--- config.mk ---
export PLATFORM = sky130hd
export DESIGN_NAME = open_page_seq
export DESIGN_NICKNAME = d
export VERILOG_FILES = /design/src/rtl/ops_pkg.sv /design/src/rtl/ops_cfg_latch.sv /design/src/rtl/ops_countdown.sv /design/src/rtl/ops_ctrl.sv /design/src/rtl/open_page_seq.sv
export SDC_FILE = /design/constraint.sdc
export NUM_CORES = 1
export LEC_CHECK = 0
export ABC_CLOCK_PERIOD_IN_PS = 3200
export CORE_UTILIZATION = 51
export DETAILED_ROUTE_END_ITERATION = 7
export GPL_TIMING_DRIVEN = 1
export PLACE_DENSITY = 0.8
export REMOVE_ABC_BUFFERS = 1
export SKIP_CTS_REPAIR_TIMING = 1
export SYNTH_ARGS = -nofsm -noshare
export SYNTH_HDL_FRONTEND = slang
export SYNTH_SLANG_ARGS = --single-unit
--- constraint.sdc ---
create_clock -name clk -period 3.2 [get_ports clk]
set_input_delay 0.48 -clock clk [delete_from_list [all_inputs] [get_ports clk]]
set_output_delay 0.48 -clock clk [all_outputs]
set_load 0.01 [all_outputs]
--- src/rtl/ops_pkg.sv ---
// Package: shared command and state encodings for the open-page sequencer.
// Assumes a single bank; the opcode values are visible on the command port.
package ops_pkg;

    typedef enum logic [1:0] {
        CMD_NOP = 2'd0,
        CMD_ACT = 2'd1,
        CMD_RD  = 2'd2,
        CMD_PRE = 2'd3
    } bank_cmd_e;

    typedef enum logic [1:0] {
        ST_IDLE = 2'd0,
        ST_CMD  = 2'd1,
        ST_DATA = 2'd2
    } seq_state_e;

    // Index of each timing field in the packed configuration vector
    localparam int unsigned F_CAS  = 0;
    localparam int unsigned F_RCD  = 1;
    localparam int unsigned F_RP   = 2;
    localparam int unsigned F_RAS  = 3;
    localparam int unsigned NUM_F  = 4;

endpackage

--- src/rtl/ops_cfg_latch.sv ---
// Module: captures the timing counts and command rate on request acceptance.
// A zero count is stored as one, so downstream timers never see zero.
// Assumes capture is asserted only while the sequencer is idle.
module ops_cfg_latch #(
    parameter int unsigned CNT_W = 4,
    parameter int unsigned NUM   = 4
) (
    input  logic                      clk,
    input  logic                      rst_n,
    input  logic                      capture,
    input  logic [NUM-1:0][CNT_W-1:0] raw,
    input  logic                      two_t_in,
    output logic [NUM-1:0][CNT_W-1:0] held,
    output logic                      two_t
);

    localparam logic [CNT_W-1:0] ONE = CNT_W'(1);

    for (genvar i = 0; i < NUM; i++) begin : g_field
        // Hold one clamped timing count per field
        always_ff @(posedge clk) begin
            if (!rst_n) begin
                held[i] <= ONE;
            end else if (capture) begin
                held[i] <= (raw[i] == '0) ? ONE : raw[i];
            end
        end
    end

    // Hold the command-rate selection
    always_ff @(posedge clk) begin
        if (!rst_n) begin
            two_t <= 1'b0;
        end else if (capture) begin
            two_t <= two_t_in;
        end
    end

endmodule

--- src/rtl/ops_countdown.sv ---
// Module: loadable down-counter that reports when a timing window is over.
// Loading value V at the end of cycle I makes 'zero' true from cycle I+V on.
// Assumes load_val is never zero.
module ops_countdown #(
    parameter int unsigned CNT_W = 4
) (
    input  logic             clk,
    input  logic             rst_n,
    input  logic             load,
    input  logic [CNT_W-1:0] load_val,
    output logic             zero
);

    logic [CNT_W-1:0] cnt_q;

    // Load the window length minus one, then count down to zero and stay
    always_ff @(posedge clk) begin
        if (!rst_n) begin
            cnt_q <= '0;
        end else if (load) begin
            cnt_q <= load_val - CNT_W'(1);
        end else if (cnt_q != '0) begin
            cnt_q <= cnt_q - CNT_W'(1);
        end
    end

    assign zero = (cnt_q == '0);

endmodule

--- src/rtl/ops_ctrl.sv ---
// Module: request FSM and command issue for one bank with an open-row policy.
// Picks READ, PRE+ACT+READ or ACT+READ from the open-row state. It drives each
// command for one or two cycles and starts it only when the gap timer (and,
// for PRECHARGE, the row-open timer) has expired.
// Assumes the timing inputs are latched, non-zero and stable during a request.
module ops_ctrl
    import ops_pkg::*;
#(
    parameter int unsigned ROW_W = 13,
    parameter int unsigned COL_W = 10,
    parameter int unsigned CNT_W = 4
) (
    input  logic             clk,
    input  logic             rst_n,
    input  logic             req_valid,
    input  logic [ROW_W-1:0] req_row,
    input  logic [COL_W-1:0] req_col,
    output logic             req_ready,
    input  logic             two_t,
    input  logic [CNT_W-1:0] t_cas,
    input  logic [CNT_W-1:0] t_rcd,
    input  logic [CNT_W-1:0] t_rp,
    input  logic             gap_zero,
    input  logic             ras_zero,
    output logic             cfg_capture,
    output logic             gap_load,
    output logic [CNT_W-1:0] gap_val,
    output logic             ras_load,
    output logic [1:0]       cmd_op,
    output logic [ROW_W-1:0] cmd_row,
    output logic [COL_W-1:0] cmd_col,
    output logic             rd_valid,
    output logic             rd_hit
);

    seq_state_e       state_q;
    bank_cmd_e        pend_q;
    logic             phase_q;
    logic             hit_q;
    logic             open_vld_q;
    logic [ROW_W-1:0] open_row_q;
    logic [ROW_W-1:0] row_q;
    logic [COL_W-1:0] col_q;

    logic accept;
    logic req_is_hit;
    logic drive;
    logic issue;

    // Decide acceptance, hit, and whether the pending command drives this cycle
    always_comb begin
        accept     = (state_q == ST_IDLE) && req_valid;
        req_is_hit = open_vld_q && (req_row == open_row_q);
        drive      = (state_q == ST_CMD) &&
                     (phase_q || (gap_zero && ((pend_q != CMD_PRE) || ras_zero)));
        issue      = drive && (phase_q == two_t);
    end

    // Select the gap that follows the command being issued
    always_comb begin
        unique case (pend_q)
            CMD_PRE: gap_val = t_rp;
            CMD_ACT: gap_val = t_rcd;
            default: gap_val = t_cas;
        endcase
    end

    assign cfg_capture = accept;
    assign gap_load    = issue;
    assign ras_load    = issue && (pend_q == CMD_ACT);

    // Sequence the request through its commands and the data wait
    always_ff @(posedge clk) begin
        if (!rst_n) begin
            state_q    <= ST_IDLE;
            pend_q     <= CMD_NOP;
            phase_q    <= 1'b0;
            hit_q      <= 1'b0;
            open_vld_q <= 1'b0;
            open_row_q <= '0;
            row_q      <= '0;
            col_q      <= '0;
        end else begin
            unique case (state_q)
                ST_IDLE: begin
                    if (accept) begin
                        row_q   <= req_row;
                        col_q   <= req_col;
                        hit_q   <= req_is_hit;
                        phase_q <= 1'b0;
                        state_q <= ST_CMD;
                        if (req_is_hit)      pend_q <= CMD_RD;
                        else if (open_vld_q) pend_q <= CMD_PRE;
                        else                 pend_q <= CMD_ACT;
                    end
                end
                ST_CMD: begin
                    if (drive) begin
                        phase_q <= !issue;
                    end
                    if (issue) begin
                        unique case (pend_q)
                            CMD_PRE: begin
                                pend_q     <= CMD_ACT;
                                open_vld_q <= 1'b0;
                            end
                            CMD_ACT: begin
                                pend_q     <= CMD_RD;
                                open_vld_q <= 1'b1;
                                open_row_q <= row_q;
                            end
                            default: begin
                                pend_q  <= CMD_NOP;
                                state_q <= ST_DATA;
                            end
                        endcase
                    end
                end
                ST_DATA: begin
                    if (gap_zero) begin
                        state_q <= ST_IDLE;
                    end
                end
                default: state_q <= ST_IDLE;
            endcase
        end
    end

    // Present the command bus and the data strobe
    always_comb begin
        req_ready = (state_q == ST_IDLE);
        cmd_op    = drive ? pend_q : CMD_NOP;
        cmd_row   = '0;
        cmd_col   = '0;
        if (drive) begin
            cmd_row = (pend_q == CMD_PRE) ? open_row_q : row_q;
            if (pend_q == CMD_RD) cmd_col = col_q;
        end
        rd_valid  = (state_q == ST_DATA) && gap_zero;
        rd_hit    = rd_valid && hit_q;
    end

endmodule

--- src/rtl/open_page_seq.sv ---
// Module: top of the single-bank open-page read sequencer.
// Latches the timing set at acceptance, runs one gap timer shared by all
// command-to-command delays and CAS, plus one row-open timer for tRASmin.
// Assumes one outstanding request at a time.
module open_page_seq
    import ops_pkg::*;
#(
    parameter int unsigned ROW_W = 13,
    parameter int unsigned COL_W = 10,
    parameter int unsigned CNT_W = 4
) (
    input  logic             clk,
    input  logic             rst_n,
    input  logic             req_valid,
    output logic             req_ready,
    input  logic [ROW_W-1:0] req_row,
    input  logic [COL_W-1:0] req_col,
    input  logic [CNT_W-1:0] cfg_cas,
    input  logic [CNT_W-1:0] cfg_act_to_rd,
    input  logic [CNT_W-1:0] cfg_pre_to_act,
    input  logic [CNT_W-1:0] cfg_act_min,
    input  logic             cfg_two_t,
    output logic [1:0]       cmd_op,
    output logic [ROW_W-1:0] cmd_row,
    output logic [COL_W-1:0] cmd_col,
    output logic             rd_valid,
    output logic             rd_hit
);

    logic [NUM_F-1:0][CNT_W-1:0] cfg_raw;
    logic [NUM_F-1:0][CNT_W-1:0] cfg_held;
    logic                        two_t_q;
    logic [CNT_W-1:0]            cas_q, trcd_q, trp_q, tras_q;
    logic                        cfg_capture;
    logic                        gap_load, gap_zero;
    logic [CNT_W-1:0]            gap_val;
    logic                        ras_load, ras_zero;

    // Pack the raw inputs and unpack the held counts by field index
    always_comb begin
        cfg_raw[F_CAS] = cfg_cas;
        cfg_raw[F_RCD] = cfg_act_to_rd;
        cfg_raw[F_RP]  = cfg_pre_to_act;
        cfg_raw[F_RAS] = cfg_act_min;
        cas_q  = cfg_held[F_CAS];
        trcd_q = cfg_held[F_RCD];
        trp_q  = cfg_held[F_RP];
        tras_q = cfg_held[F_RAS];
    end

    ops_cfg_latch #(.CNT_W(CNT_W), .NUM(NUM_F)) u_cfg (
        .clk      (clk),
        .rst_n    (rst_n),
        .capture  (cfg_capture),
        .raw      (cfg_raw),
        .two_t_in (cfg_two_t),
        .held     (cfg_held),
        .two_t    (two_t_q)
    );

    ops_countdown #(.CNT_W(CNT_W)) u_gap (
        .clk      (clk),
        .rst_n    (rst_n),
        .load     (gap_load),
        .load_val (gap_val),
        .zero     (gap_zero)
    );

    ops_countdown #(.CNT_W(CNT_W)) u_ras (
        .clk      (clk),
        .rst_n    (rst_n),
        .load     (ras_load),
        .load_val (tras_q),
        .zero     (ras_zero)
    );

    ops_ctrl #(.ROW_W(ROW_W), .COL_W(COL_W), .CNT_W(CNT_W)) u_ctrl (
        .clk         (clk),
        .rst_n       (rst_n),
        .req_valid   (req_valid),
        .req_row     (req_row),
        .req_col     (req_col),
        .req_ready   (req_ready),
        .two_t       (two_t_q),
        .t_cas       (cas_q),
        .t_rcd       (trcd_q),
        .t_rp        (trp_q),
        .gap_zero    (gap_zero),
        .ras_zero    (ras_zero),
        .cfg_capture (cfg_capture),
        .gap_load    (gap_load),
        .gap_val     (gap_val),
        .ras_load    (ras_load),
        .cmd_op      (cmd_op),
        .cmd_row     (cmd_row),
        .cmd_col     (cmd_col),
        .rd_valid    (rd_valid),
        .rd_hit      (rd_hit)
    );

endmodule

Yosys cells after proc, flatten, opt, wreduce, memory -nomap -nowiden --
Cells that the tools add are included. W data, S select, Z words.
Operators by class: mux-type cells 29, reduce and logical (&&, ||, !) cells 31, add/subtract/negate cells 4, equal/unequal tests 13
Operators by type and width (number):
- $mux W4 | 8
- $mux W13 | 2
- $logic_not A4 Y1 | 6
- $mux W10 | 2
- $mux W2 | 9
- $sub A4 B1 Y4 const B | 4
- $eq A13 B13 Y1 | 1
- $reduce_and A3 Y1 | 4
- $logic_and A1 B1 Y1 | 8
- $ne A2 B1 Y1 const B | 4
- $pmux W2 S2 | 2
- $pmux W4 S2 | 1
- $reduce_bool A2 Y1 | 4
- $reduce_bool A4 Y1 | 2
- $eq A2 B2 Y1 const B | 3
- $pmux W2 S3 | 1
- $eq A2 B1 Y1 const B | 2
- $ne A2 B2 Y1 const B | 2
- $pmux W1 S2 | 2
- $reduce_and A4 Y1 | 1
- $logic_not A2 Y1 | 1
- $logic_or A1 B1 Y1 | 2
- $mux W1 | 2
- $reduce_and A2 Y1 | 1
- 3 further kinds | 3
Storage, ports and cells: output and inout bits 28, register bits 68

Logic depth before layout (Yosys ltp) --
Gate-level depths: netlist of run 1.
depth after elaboration 9, mapped depth 10

Hierarchy --
A second synthesis of run 1 with hierarchy kept.
Unflattened totals: cells, all modules 375, area total of the unflattened synthesis 3248.1 µm²
Modules (own cells, without submodules):
- ops_ctrl | area each 2144.6 µm², seq. area each 860.8 µm², cells each 273, times used 1
- ops_cfg_latch | area each 668.1 µm², seq. area each 340.3 µm², cells each 58, times used 1
- ops_countdown | area each 217.7 µm², seq. area each 80.1 µm², cells each 22, times used 2

Least setup slack after synthesis of run 1 --
OpenSTA, ideal clock, no wires.
path type register to register, from register u_ras.cnt_q[0], to register u_ras.cnt_q[1], clock period less this slack 2.304 ns, required time 3.121 ns, data arrival time 2.225 ns, setup slack 0.896 ns, cell stages (with the launch flop) 8, setup time 0.079 ns, cells stage by stage dfxtp_1 > or4_4 > a2111oi_4 > o21ai_4 > buf_6 > mux2i_1 > ha_1 > a211oi_2
On the way: longest elaborated chain between the ends 8
RTL lines:
- start: declaration | RTL line ops_countdown.sv:14 | logic [CNT_W-1:0] cnt_q;
- start signal: assignment | RTL line ops_countdown.sv:21 | cnt_q <= load_val - CNT_W'(1);
- start signal: assignment | RTL line ops_countdown.sv:23 | cnt_q <= cnt_q - CNT_W'(1);
- branches (longest 8 deep; another with $sub A4 B1 Y4)
Several ways; the timed one is not identified. The select of a mux whose other input is x is not followed. A chain may end at the register's enable or synchronous reset.

Final worst setup path of run 1 --
from register u_ras.cnt_q[0], to output port cmd_row[12]
On the way: longest elaborated chain between the ends 6
RTL lines:
- $logic_not A4 Y1 | RTL line ops_countdown.sv:27 | assign zero = (cnt_q == '0);
- $logic_or A1 B1 Y1 | RTL line ops_ctrl.sv:55 | (phase_q || (gap_zero && ((pend_q != CMD_PRE) || ras_zero)));
- $logic_and A1 B1 Y1 | RTL line ops_ctrl.sv:55
- $logic_or A1 B1 Y1 | RTL line ops_ctrl.sv:55
- $logic_and A1 B1 Y1 | RTL line ops_ctrl.sv:54 | drive = (state_q == ST_CMD) &&
- $mux W13 | RTL line ops_ctrl.sv:135 | if (drive) begin
- end: declaration | RTL line open_page_seq.sv:24 | output logic [ROW_W-1:0] cmd_row,
No other way between the ends.

==> impl_metrics.py, run 1 <==
metrics = {
    "finish": {
        "nFillCells": 494,
        "antennaDiodeCount": 0,
        "register_area_mm2": 0.00136,
        "multi_input_area_mm2": 0.00181,
        "drive_gt1_frac": 0.0809,
        "fin_nets": 548,
        "area_delta_synth_final_pct": 30.0,
        "stdcell_area_mm2": 0.00428,
    },
    "drt": {
        "drtIter0Drc": 152,
        "via_per_inst": 5.54,
        "drc_errors": 0,
        "drtPass1Iterations": 4,
        "ant_nets": 0,
        "wire_per_inst_um": 14.4,
        "drt-total-wl_um": 8360,
        "vias": 3225,
    },
    "synthesis": {
        "synth.area.top_cells": "dfxtp_1 (41%), nand2_1 (15%), a21oi_1 (11%)",
        "async_flop_share": 0,
        "ys.flop_type": "dfxtp_1",
        "ys_seq_elements": 68,
        "syn_inst": 438,
        "synth-edff-count": 0,
        "synth.distinct_cells": 48,
        "yosysTopAreaCell": "dfxtp_1",
        "synth_warnings": 0,
        "yosysTopAreaCellShare": 0.414,
        "syn-mean-instance-area_um2": 7.52,
        "synth_area_mm2": 0.00329,
        "yosysSeqAreaShare": 0.414,
    },
    "cts": {
        "clk_pin_slew_ps": 70,
        "clockBufferDepth": 2,
        "htree_num_levels": 3,
        "cts_tree": "done",
        "cts_root_buf": "clkbuf_8",
        "cts_made_buffers": 9,
        "clkLatencyLatePin_ps": 350,
        "cts.sinks": 68,
    },
    "run_status": {
        "status": "complete, no violations",
    },
    "floorplan": {
        "dieArea_mm2": 0.00678,
        "ioPinCount": 71,
        "floorplan.initialDensity": 0.543,
        "coreArea_mm2": 0.00606,
        "row_count": 28,
        "die_w_um": 82.3,
        "die_h_um": 82.3,
    },
    "setup_path": {
        "crit_slowest_cell": "or4_4",
        "critPathMostFrequentCell": "a21oi_1",
        "cp_max_fo": 9,
        "cp.required_ps": 2720,
        "path_delay_family": "buffers and inverters",
        "startpoint_type": "flop",
        "startpoint": "u_ras.cnt_q[0]",
        "critical-path-max-stage-delay_ps": 560,
        "critPathKind": "flop to output pin",
        "r2r_start": "u_ras.cnt_q[0]",
        "worst_setup_path_end_kind": "output pin",
        "crit_arrival_ps": 2590,
        "cp_cell_sequence": "or4_4, a21oi_1, o21ai_1, buf_4, a21oi_1, clkdlybuf4s50_1",
        "worst-path-buf-inv": 2,
    },
    "power": {
        "power.leakage_nw": 1.49,
        "max-vdd-ir-drop_v": 0.000339,
        "power.density_mw_per_mm2": 593,
        "power.total_mw": 2.54,
    },
    "placed_design": {
        "hpwl_um": 5680,
        "placed_area_mm2": 0.00407,
        "gp_congestion": 0.875,
        "io_buffers": 70,
    },
    "timing": {
        "slew_headroom": 0.448,
        "worst_pin_slew_ps": 828,
        "finalSetupTns_ps": 0,
        "maxSlewViolCount": 0,
        "hold_viol": 0,
        "fmax_mhz": 325,
        "setup_violations": 0,
        "timing.final.crit_share": 0.960,
        "fin_skew_ps": 5.03,
        "rsz0062_at_grt": "false",
        "fin_hold_ws_ps": 451,
        "post-route-min-period_ps": 3070,
    },
    "grt": {
        "grt_max_degree": 43,
        "grt_pass1_vias": 3140,
        "grt_pass1_wl_um": 13600,
        "antenna_found_initial": 0,
        "track_usage": 0.265,
        "overflow": 0,
    },
    "worst_hold_path": {
        "min_from": "u_ctrl.col_q[3]",
        "hold_class": "flop to flop",
    },
    "flow_run": {
        "max-cap-violations": 0,
    },
}
[per-stage QoR]
stage                      util  instances  setup WS [ps]
final                     0.706        582            127
after global routing      0.706        582           60.0
after CTS                 0.706        582           81.8
after detailed placement  0.672        567            459
after global placement    0.672        567            605
after floorplan               -        411            763
[worst paths after layout]
check                         end  slack (ps)  cells past startpoint
setup / recovery      cmd_row[12]         130                      6
hold / removal    u_ctrl.col_q[3]         450                      2
setup reg to reg   u_gap.cnt_q[1]         770                      6
hold reg to reg   u_ctrl.col_q[3]         450                      2
[cells in the final DEF (no fill, tap or decap), types with 4 or more instances in the layout]
cell	synthesis	layout
a21oi_1	74	74
and2_1	11	11
buf_4	0	10
clkbuf_8	0	9
clkdlybuf4s50_1	0	70
dfxtp_1	68	68
mux2i_1	8	8
nand2_1	135	135
nand2b_1	4	4
nor2_1	25	24
nor3_1	16	16
o21ai_0	7	6
xnor2_1	13	13
[registers in the layout, indices dropped and copies added (netlist names), 2 cells and up]
name	flops
u_ctrl.open_row_q	13
u_gap.cnt_q	4
u_ctrl.state_q	2
u_ras.cnt_q	4
u_cfg.held	16
u_ctrl.pend_q	2
u_ctrl.col_q	10
u_ctrl.row_q	13
[layout make-up]
class	count	share of cell area
clock inverter	5	0.0181
clock buffer	10	0.0298
timing repair buffer	81	0.186
multi-input combinational	340	0.423
tap	75	0.0219
inverter	3	0.00263
sequential	68	0.318
[where the power goes]
group | switching [mW] | total (mW) | internal [mW]
Sequential | 0.0992 | 1.03 | 0.929
Clock | 0.318 | 0.750 | 0.432
Combinational | 0.400 | 0.758 | 0.358
Total | 0.817 | 2.54 | 1.72
[logic make-up (layout without fill, tap and decap cells)]
family                     after synthesis  after routing  share of synthesized area
xor gates and xnor gates                14             14                     0.0372
buffers and inverters                   30             99                     0.0369
DFF                                     68             68                      0.414
muxes                                    9              9                     0.0277
adders and majority gates                2              2                    0.00760
AOI/OAI and AO/OA                      106            106                      0.196
and+or+nand+nor                        209            209                      0.281
[Yosys cell counts (2+ instances only)]
cell / count
a21oi_1: 74
nand2b_1: 4
o21a_1: 3
nand2_1: 135
o21ai_0: 7
o211ai_1: 2
nand4_1: 3
clkbuf_1: 25
nor3_1: 16
a21oi_2: 2
and2_1: 11
o311ai_0: 3
ha_1: 2
or4_4: 2
nor4_2: 2
o211a_1: 2
nor2_1: 25
mux2i_1: 8
xnor2_1: 13
a211oi_1: 2
inv_1: 2
dfxtp_1: 68
nor4_1: 2
[routing by layer]
layer	track usage	share of wire	vias up
met1	0.295	0.43	1503
met3	0.0549	0.053	10
met5	0	0	-
li1	-	-	1620
met2	0.471	0.50	92
met4	0.139	0.014	0
[worst reg2reg max path, stage by stage, from the launching register on]
cell,delay (ps)
dfxtp_1,350
nor4_2,570
o211ai_2,250
a21oi_2,470
mux2i_1,250
ha_1,240
a211oi_1,200
Power figures use the tool's default switching activity.
==> inputs of run 2 (changes only) <==
- CORE_UTILIZATION: 51 -> 49
- PLACE_DENSITY: 0.8 -> 0.77
- RECOVER_POWER: not set -> 100
- SLEW_MARGIN: not set -> 20
==> run 2 against run 1 <==
The run now ends with design-rule violations left. Total power shrank 3.4%. Sequential cell count did not move. Wire length decreased by 1.8%. Fmax is 2.2% higher. Largest cell class unchanged. Clock-buffer cell count unchanged. Core utilization fell by 4.9 points.
==> impl_metrics.py, run 2 (synthesis results as in run 1) <==
metrics = {
    "power": {
        "clkPwrFrac": 0.290,
        "intPower_mw": 1.65,
        "switchingPower_uw": 806,
        "netSwitchingFraction": 0.329,
        "max-vdd-ir-drop_v": 0.000283,
        "comb_power_share": 0.291,
        "power.density_mw_per_mm2": 581,
        "p_seq_frac": 0.419,
        "power.leakage_nw": 1.50,
    },
    "timing": {
        "rsz0062_at_grt": "false",
        "setup_violations": 0,
        "post-route-min-period_ps": 3010,
        "fin_skew_ps": 11.5,
        "fmax_mhz": 333,
        "finalSetupTns_ps": 0,
        "slew_headroom": 0.0162,
        "hold_viol": 0,
        "maxSlewViolCount": 0,
        "worst_pin_slew_ps": 1480,
        "timing.final.crit_share": 0.939,
    },
    "placed_design": {
        "io_buffers": 70,
        "place_inst": 567,
        "gp_congestion": 0.816,
        "hpwl_um": 5540,
    },
    "setup_path": {
        "r2r_start": "u_ctrl.pend_q[0]",
        "cp.required_ps": 2720,
        "cp_max_fo": 14,
        "startpoint": "u_ras.cnt_q[3]",
        "crit_slowest_cell": "dlygate4sd3_1",
        "worst_setup_path_end_kind": "output pin",
        "r2r_cells": 7,
        "critPathKind": "flop to output pin",
        "path_delay_family": "buffers and inverters",
        "worst-path-buf-inv": 2,
        "crit_arrival_ps": 2530,
        "cp_num_cells": 6,
        "cp-endpoint": "cmd_row[11]",
        "reg2reg_setup_slack_ps": 350,
        "critical-path-max-stage-delay_ps": 630,
        "critPathMostFrequentCell": "a21oi_1",
        "timing.rr.end": "u_gap.cnt_q[2]",
        "cp_cell_sequence": "or4_4, a21oi_1, o21ai_0, buf_4, a21oi_1, dlygate4sd3_1",
        "startpoint_type": "flop",
    },
    "drt": {
        "vias": 3205,
        "ant_nets": 0,
        "drt-total-wl_um": 8210,
        "drtIter0Drc": 167,
        "via_per_inst": 5.50,
        "drtPass1Iterations": 6,
        "wire_per_inst_um": 14.1,
        "drc_errors": 8,
    },
    "cts": {
        "clkLatencyLatePin_ps": 350,
        "clk_pin_slew_ps": 80,
        "htree_num_levels": 3,
        "clockBufferDepth": 2,
        "cts_root_buf": "clkbuf_8",
        "cts_tree": "done",
        "cts_made_buffers": 9,
        "cts.sinks": 68,
    },
    "grt": {
        "grt_max_degree": 43,
        "track_usage": 0.247,
        "grt_pass1_wl_um": 14000,
        "grt_pass1_vias": 3114,
        "overflow": 0,
        "antenna_found_initial": 0,
    },
    "finish": {
        "area_delta_synth_final_pct": 28.2,
        "antennaDiodeCount": 0,
        "fin_nets": 546,
        "largest_reg_flops": 16,
        "layout_common_cells": "nand2_1 (135), a21oi_1 (76), dfxtp_1 (68)",
        "final_common_cell": "nand2_1",
        "drive_gt1_frac": 0.0672,
        "nFillCells": 588,
        "stdcell_count": 583,
        "largest_register": "u_cfg.held",
        "reg_top3": "u_cfg.held: 16 flops, u_ctrl.open_row_q: 13 flops, u_ctrl.row_q: 13 flops",
    },
    "run_status": {
        "status": "complete, but fails checks",
        "violations": "design-rule violations",
    },
    "floorplan": {
        "die_w_um": 84.0,
        "dieArea_mm2": 0.00705,
        "die_h_um": 84.0,
        "ioPinCount": 71,
        "floorplan.initialDensity": 0.513,
        "row_count": 29,
        "coreArea_mm2": 0.00642,
    },
    "flow_run": {
        "max-cap-violations": 0,
    },
    "worst_hold_path": {
        "hold_class": "flop to flop",
    },
}
run 2: changes by cell type in the layout (fill, tap and decap cells not counted), sizes merged:
cell,change
clkdlybuf4s50,-17
dlygate4sd3,+17
buf,-3
bufinv,-1
clkbuf,+1
clkinv,+1
clkinvlp,+1
run 2: stage by stage:
| step | util | power, mW | worst slack [ps] | instance area [µm²] | hold slack (ps) |
|---|---|---|---|---|---|
| floorplan | - | 1.53 | 763 | 3180 | 432 |
| global placement | 0.630 | 1.75 | 695 | 4050 | 437 |
| detailed placement | 0.630 | 1.78 | 614 | 4050 | 442 |
| CTS | 0.662 | 2.49 | 229 | 4250 | 452 |
| global route | 0.657 | 2.60 | 61.3 | 4220 | 478 |
| finish | 0.657 | 2.45 | 194 | 4220 | 452 |
run 2: power groups by stage:
stage	clock, mW	combinational (mW)	sequential [mW]
2_1_floorplan	0	0.510	1.02
3_3_place_gp	0	0.716	1.04
3_5_place_dp	0	0.740	1.04
4_1_cts	0.725	0.743	1.02
5_1_grt	0.767	0.797	1.04
6_report	0.710	0.714	1.03
run 2: cell type report:
type                       count  area [µm²]  share of cell area
tap                           77        96.3              0.0228
timing repair buffer          79         764               0.181
clock inverter                 6        63.8              0.0151
sequential                    68        1360               0.323
inverter                       3        11.3             0.00267
multi-input combinational    340        1780               0.423
clock buffer                  10         138              0.0326
run 2: tightest hold or removal path: cells and delay by family (launching register included):
kind               cells  cell delay (ps)
DFF                    1              310
and+or+nand+nor        1               50
AOI/OAI and AO/OA      1               50
run 2: worst min-delay path by stage:
stage,start,end,cells past startpoint
floorplan,u_ctrl.col_q[0],u_ctrl.col_q[0],2
global placement,u_ctrl.col_q[0],u_ctrl.col_q[0],2
detailed placement,u_ctrl.col_q[8],u_ctrl.col_q[8],2
CTS,u_ctrl.col_q[8],u_ctrl.col_q[8],2
global route,u_ctrl.col_q[1],u_ctrl.col_q[1],2
finish,u_ctrl.col_q[8],u_ctrl.col_q[8],2
run 2: layer usage:
metal	wire length (µm)	vias up	global-route usage
met5	0	-	0
met4	193	0	0.116
met3	437	16	0.0475
met2	3920	96	0.414
met1	3650	1479	0.304
li1	-	1614	-
==> inputs of run 3 (changes only) <==
- CORE_MARGIN: not set -> 2
- TNS_END_PERCENT: not set -> 1
==> run 3 against run 2 <==
The flow finishes with violations (max-capacitance violations, max-slew violations). Sequential share of layout area unchanged. Critical path depth increased by 1. Via count down 1.7%. Final area stayed put. Clock power about the same. Fmax decreased by 1.0%. Die area rose by 4.8%. Clock-buffer cell count grew 2. Global-route usage decreased by 2.6 points. Worst setup slack got worse by 30 ps. Hold slack is essentially flat. Sequential power barely moved. Critical path type is now flop to flop. Largest cell class unchanged.
==> impl_metrics.py, run 3 (synthesis results as in run 1) <==
metrics = {
    "timing": {
        "worst_pin_slew_ps": 1510,
        "rsz0062_at_grt": "false",
        "hold_viol": 0,
        "fmax_mhz": 329,
        "fin_skew_ps": 8.32,
        "timing.final.crit_share": 0.949,
        "maxSlewViolCount": 43,
        "finalSetupTns_ps": 0,
        "setup_violations": 0,
        "worst_slack_ps": 164,
        "fin_hold_ws_ps": 452,
        "post-route-min-period_ps": 3040,
        "slew_headroom": -0.00653,
    },
    "cts": {
        "clk_pin_slew_ps": 70,
        "cts_made_buffers": 9,
        "cts_root_buf": "clkbuf_8",
        "cts.sinks": 68,
        "clkLatencyLatePin_ps": 330,
        "htree_num_levels": 3,
        "clockBufferDepth": 2,
        "cts_tree": "done",
    },
    "setup_path": {
        "critPathKind": "flop to flop",
        "r2r_start": "u_gap.cnt_q[1]",
        "crit_arrival_ps": 3300,
        "timing.rr.end": "u_ras.cnt_q[2]",
        "cp.required_ps": 3460,
        "r2r_cells": 7,
        "cp_max_fo": 4,
        "reg2reg_setup_slack_ps": 160,
        "startpoint_type": "flop",
        "worst_setup_path_end_kind": "flop",
    },
    "worst_hold_path": {
        "min_from": "u_ctrl.col_q[2]",
        "hold_class": "flop to flop",
        "whs_endpoint": "u_ctrl.col_q[2]",
        "whs_path_depth": 2,
    },
    "grt": {
        "grt_max_degree": 43,
        "grt_pass1_wl_um": 13200,
        "grt_pass1_vias": 2950,
        "track_usage": 0.221,
        "antenna_found_initial": 1,
        "overflow": 0,
    },
    "run_status": {
        "violations": "max-capacitance violations, max-slew violations",
        "status": "complete, but fails checks",
    },
    "drt": {
        "drt-total-wl_um": 8140,
        "vias": 3149,
        "wire_per_inst_um": 14.0,
        "ant_nets": 0,
        "drtPass1Iterations": 5,
        "drtIter0Drc": 158,
        "via_per_inst": 5.41,
        "drc_errors": 0,
    },
    "placed_design": {
        "pre_cts_slack_ps": 618,
        "io_buffers": 70,
        "placed_area_mm2": 0.00405,
        "hpwl_um": 5550,
        "gp_congestion": 0.872,
    },
    "floorplan": {
        "die_h_um": 86.0,
        "dieArea_mm2": 0.00739,
        "ioPinCount": 71,
        "coreArea_mm2": 0.00642,
        "die_w_um": 86.0,
        "floorplan.initialDensity": 0.513,
        "row_count": 29,
    },
    "power": {
        "power.leakage_nw": 1.50,
        "power.density_mw_per_mm2": 577,
        "max-vdd-ir-drop_v": 0.000368,
    },
    "finish": {
        "largest_register": "u_cfg.held",
        "layout_common_cells": "nand2_1 (135), a21oi_1 (75), dfxtp_1 (68)",
        "stdcell_area_mm2": 0.00422,
        "reg_top3": "u_cfg.held: 16 flops, u_ctrl.open_row_q: 13 flops, u_ctrl.row_q: 13 flops",
        "drive_gt1_frac": 0.0655,
        "fin_nets": 544,
        "area_delta_synth_final_pct": 28.2,
        "largest_reg_flops": 16,
        "final_common_cell": "nand2_1",
        "utilization": 0.657,
    },
    "flow_run": {
        "max-cap-violations": 1,
    },
}
==> run 3: cell count changes in the layout (fill, tap and decap cells not counted), sizes merged <==
cell,change
clkinvlp,-1
clkdlybuf4s50,+3
dlygate4sd3,-3
clkinv,-1
clkbuf,+1
diode,+1
buf,-1
==> run 3: area by class of cell <==
type,count,area (µm²)
Sequential cell,68,1360
Inverter,3,11.3
Antenna cell,1,2.50
Tap cell,77,96.3
Timing Repair Buffer,77,766
Clock inverter,4,47.5
Clock buffer,12,155
Fill cell,571,2200
Multi-Input combinational cell,340,1780
==> run 3: per-layer routing <==
metal,routed length (µm),GRT usage,vias up
li1,-,-,1607
met1,3570,0.268,1428
met2,3920,0.371,98
met3,538,0.0520,16
met4,112,0.0981,0
met5,0,0,-
==> run 3: worst max path at each step <==
stage	to	start	slack, ps
after floorplan	cmd_op[1]	u_ctrl.pend_q[0]	760
after detailed placement	cmd_row[10]	u_ctrl.pend_q[0]	620
after global routing	u_ras.cnt_q[2]	u_gap.cnt_q[2]	20
final	u_ras.cnt_q[2]	u_gap.cnt_q[1]	160
after global placement	cmd_row[4]	u_ctrl.pend_q[0]	690
after CTS	cmd_row[10]	u_ctrl.pend_q[0]	250
==> run 3: critical path, cell delays in order, from the launching register on <==
cell,delay [ps]
dfxtp_1,340
or4_4,570
a2111oi_0,1190
o21ai_4,180
mux2i_1,180
ha_1,220
nand2b_1,140
o22ai_1,160
==> run 3: through the flow <==
step	std cells	total power [mW]
after CTS	581	2.49
after floorplan	411	1.53
after global placement	565	1.75
after global routing	582	2.57
final	582	2.43
after detailed placement	565	1.78
==> run 3: power by group <==
| group | total [mW] | switching [mW] | internal [mW] |
|---|---|---|---|
| clock | 0.708 | 0.308 | 0.400 |
| sequential | 1.02 | 0.0951 | 0.930 |
| combinational | 0.699 | 0.374 | 0.325 |
| total | 2.43 | 0.777 | 1.65 |
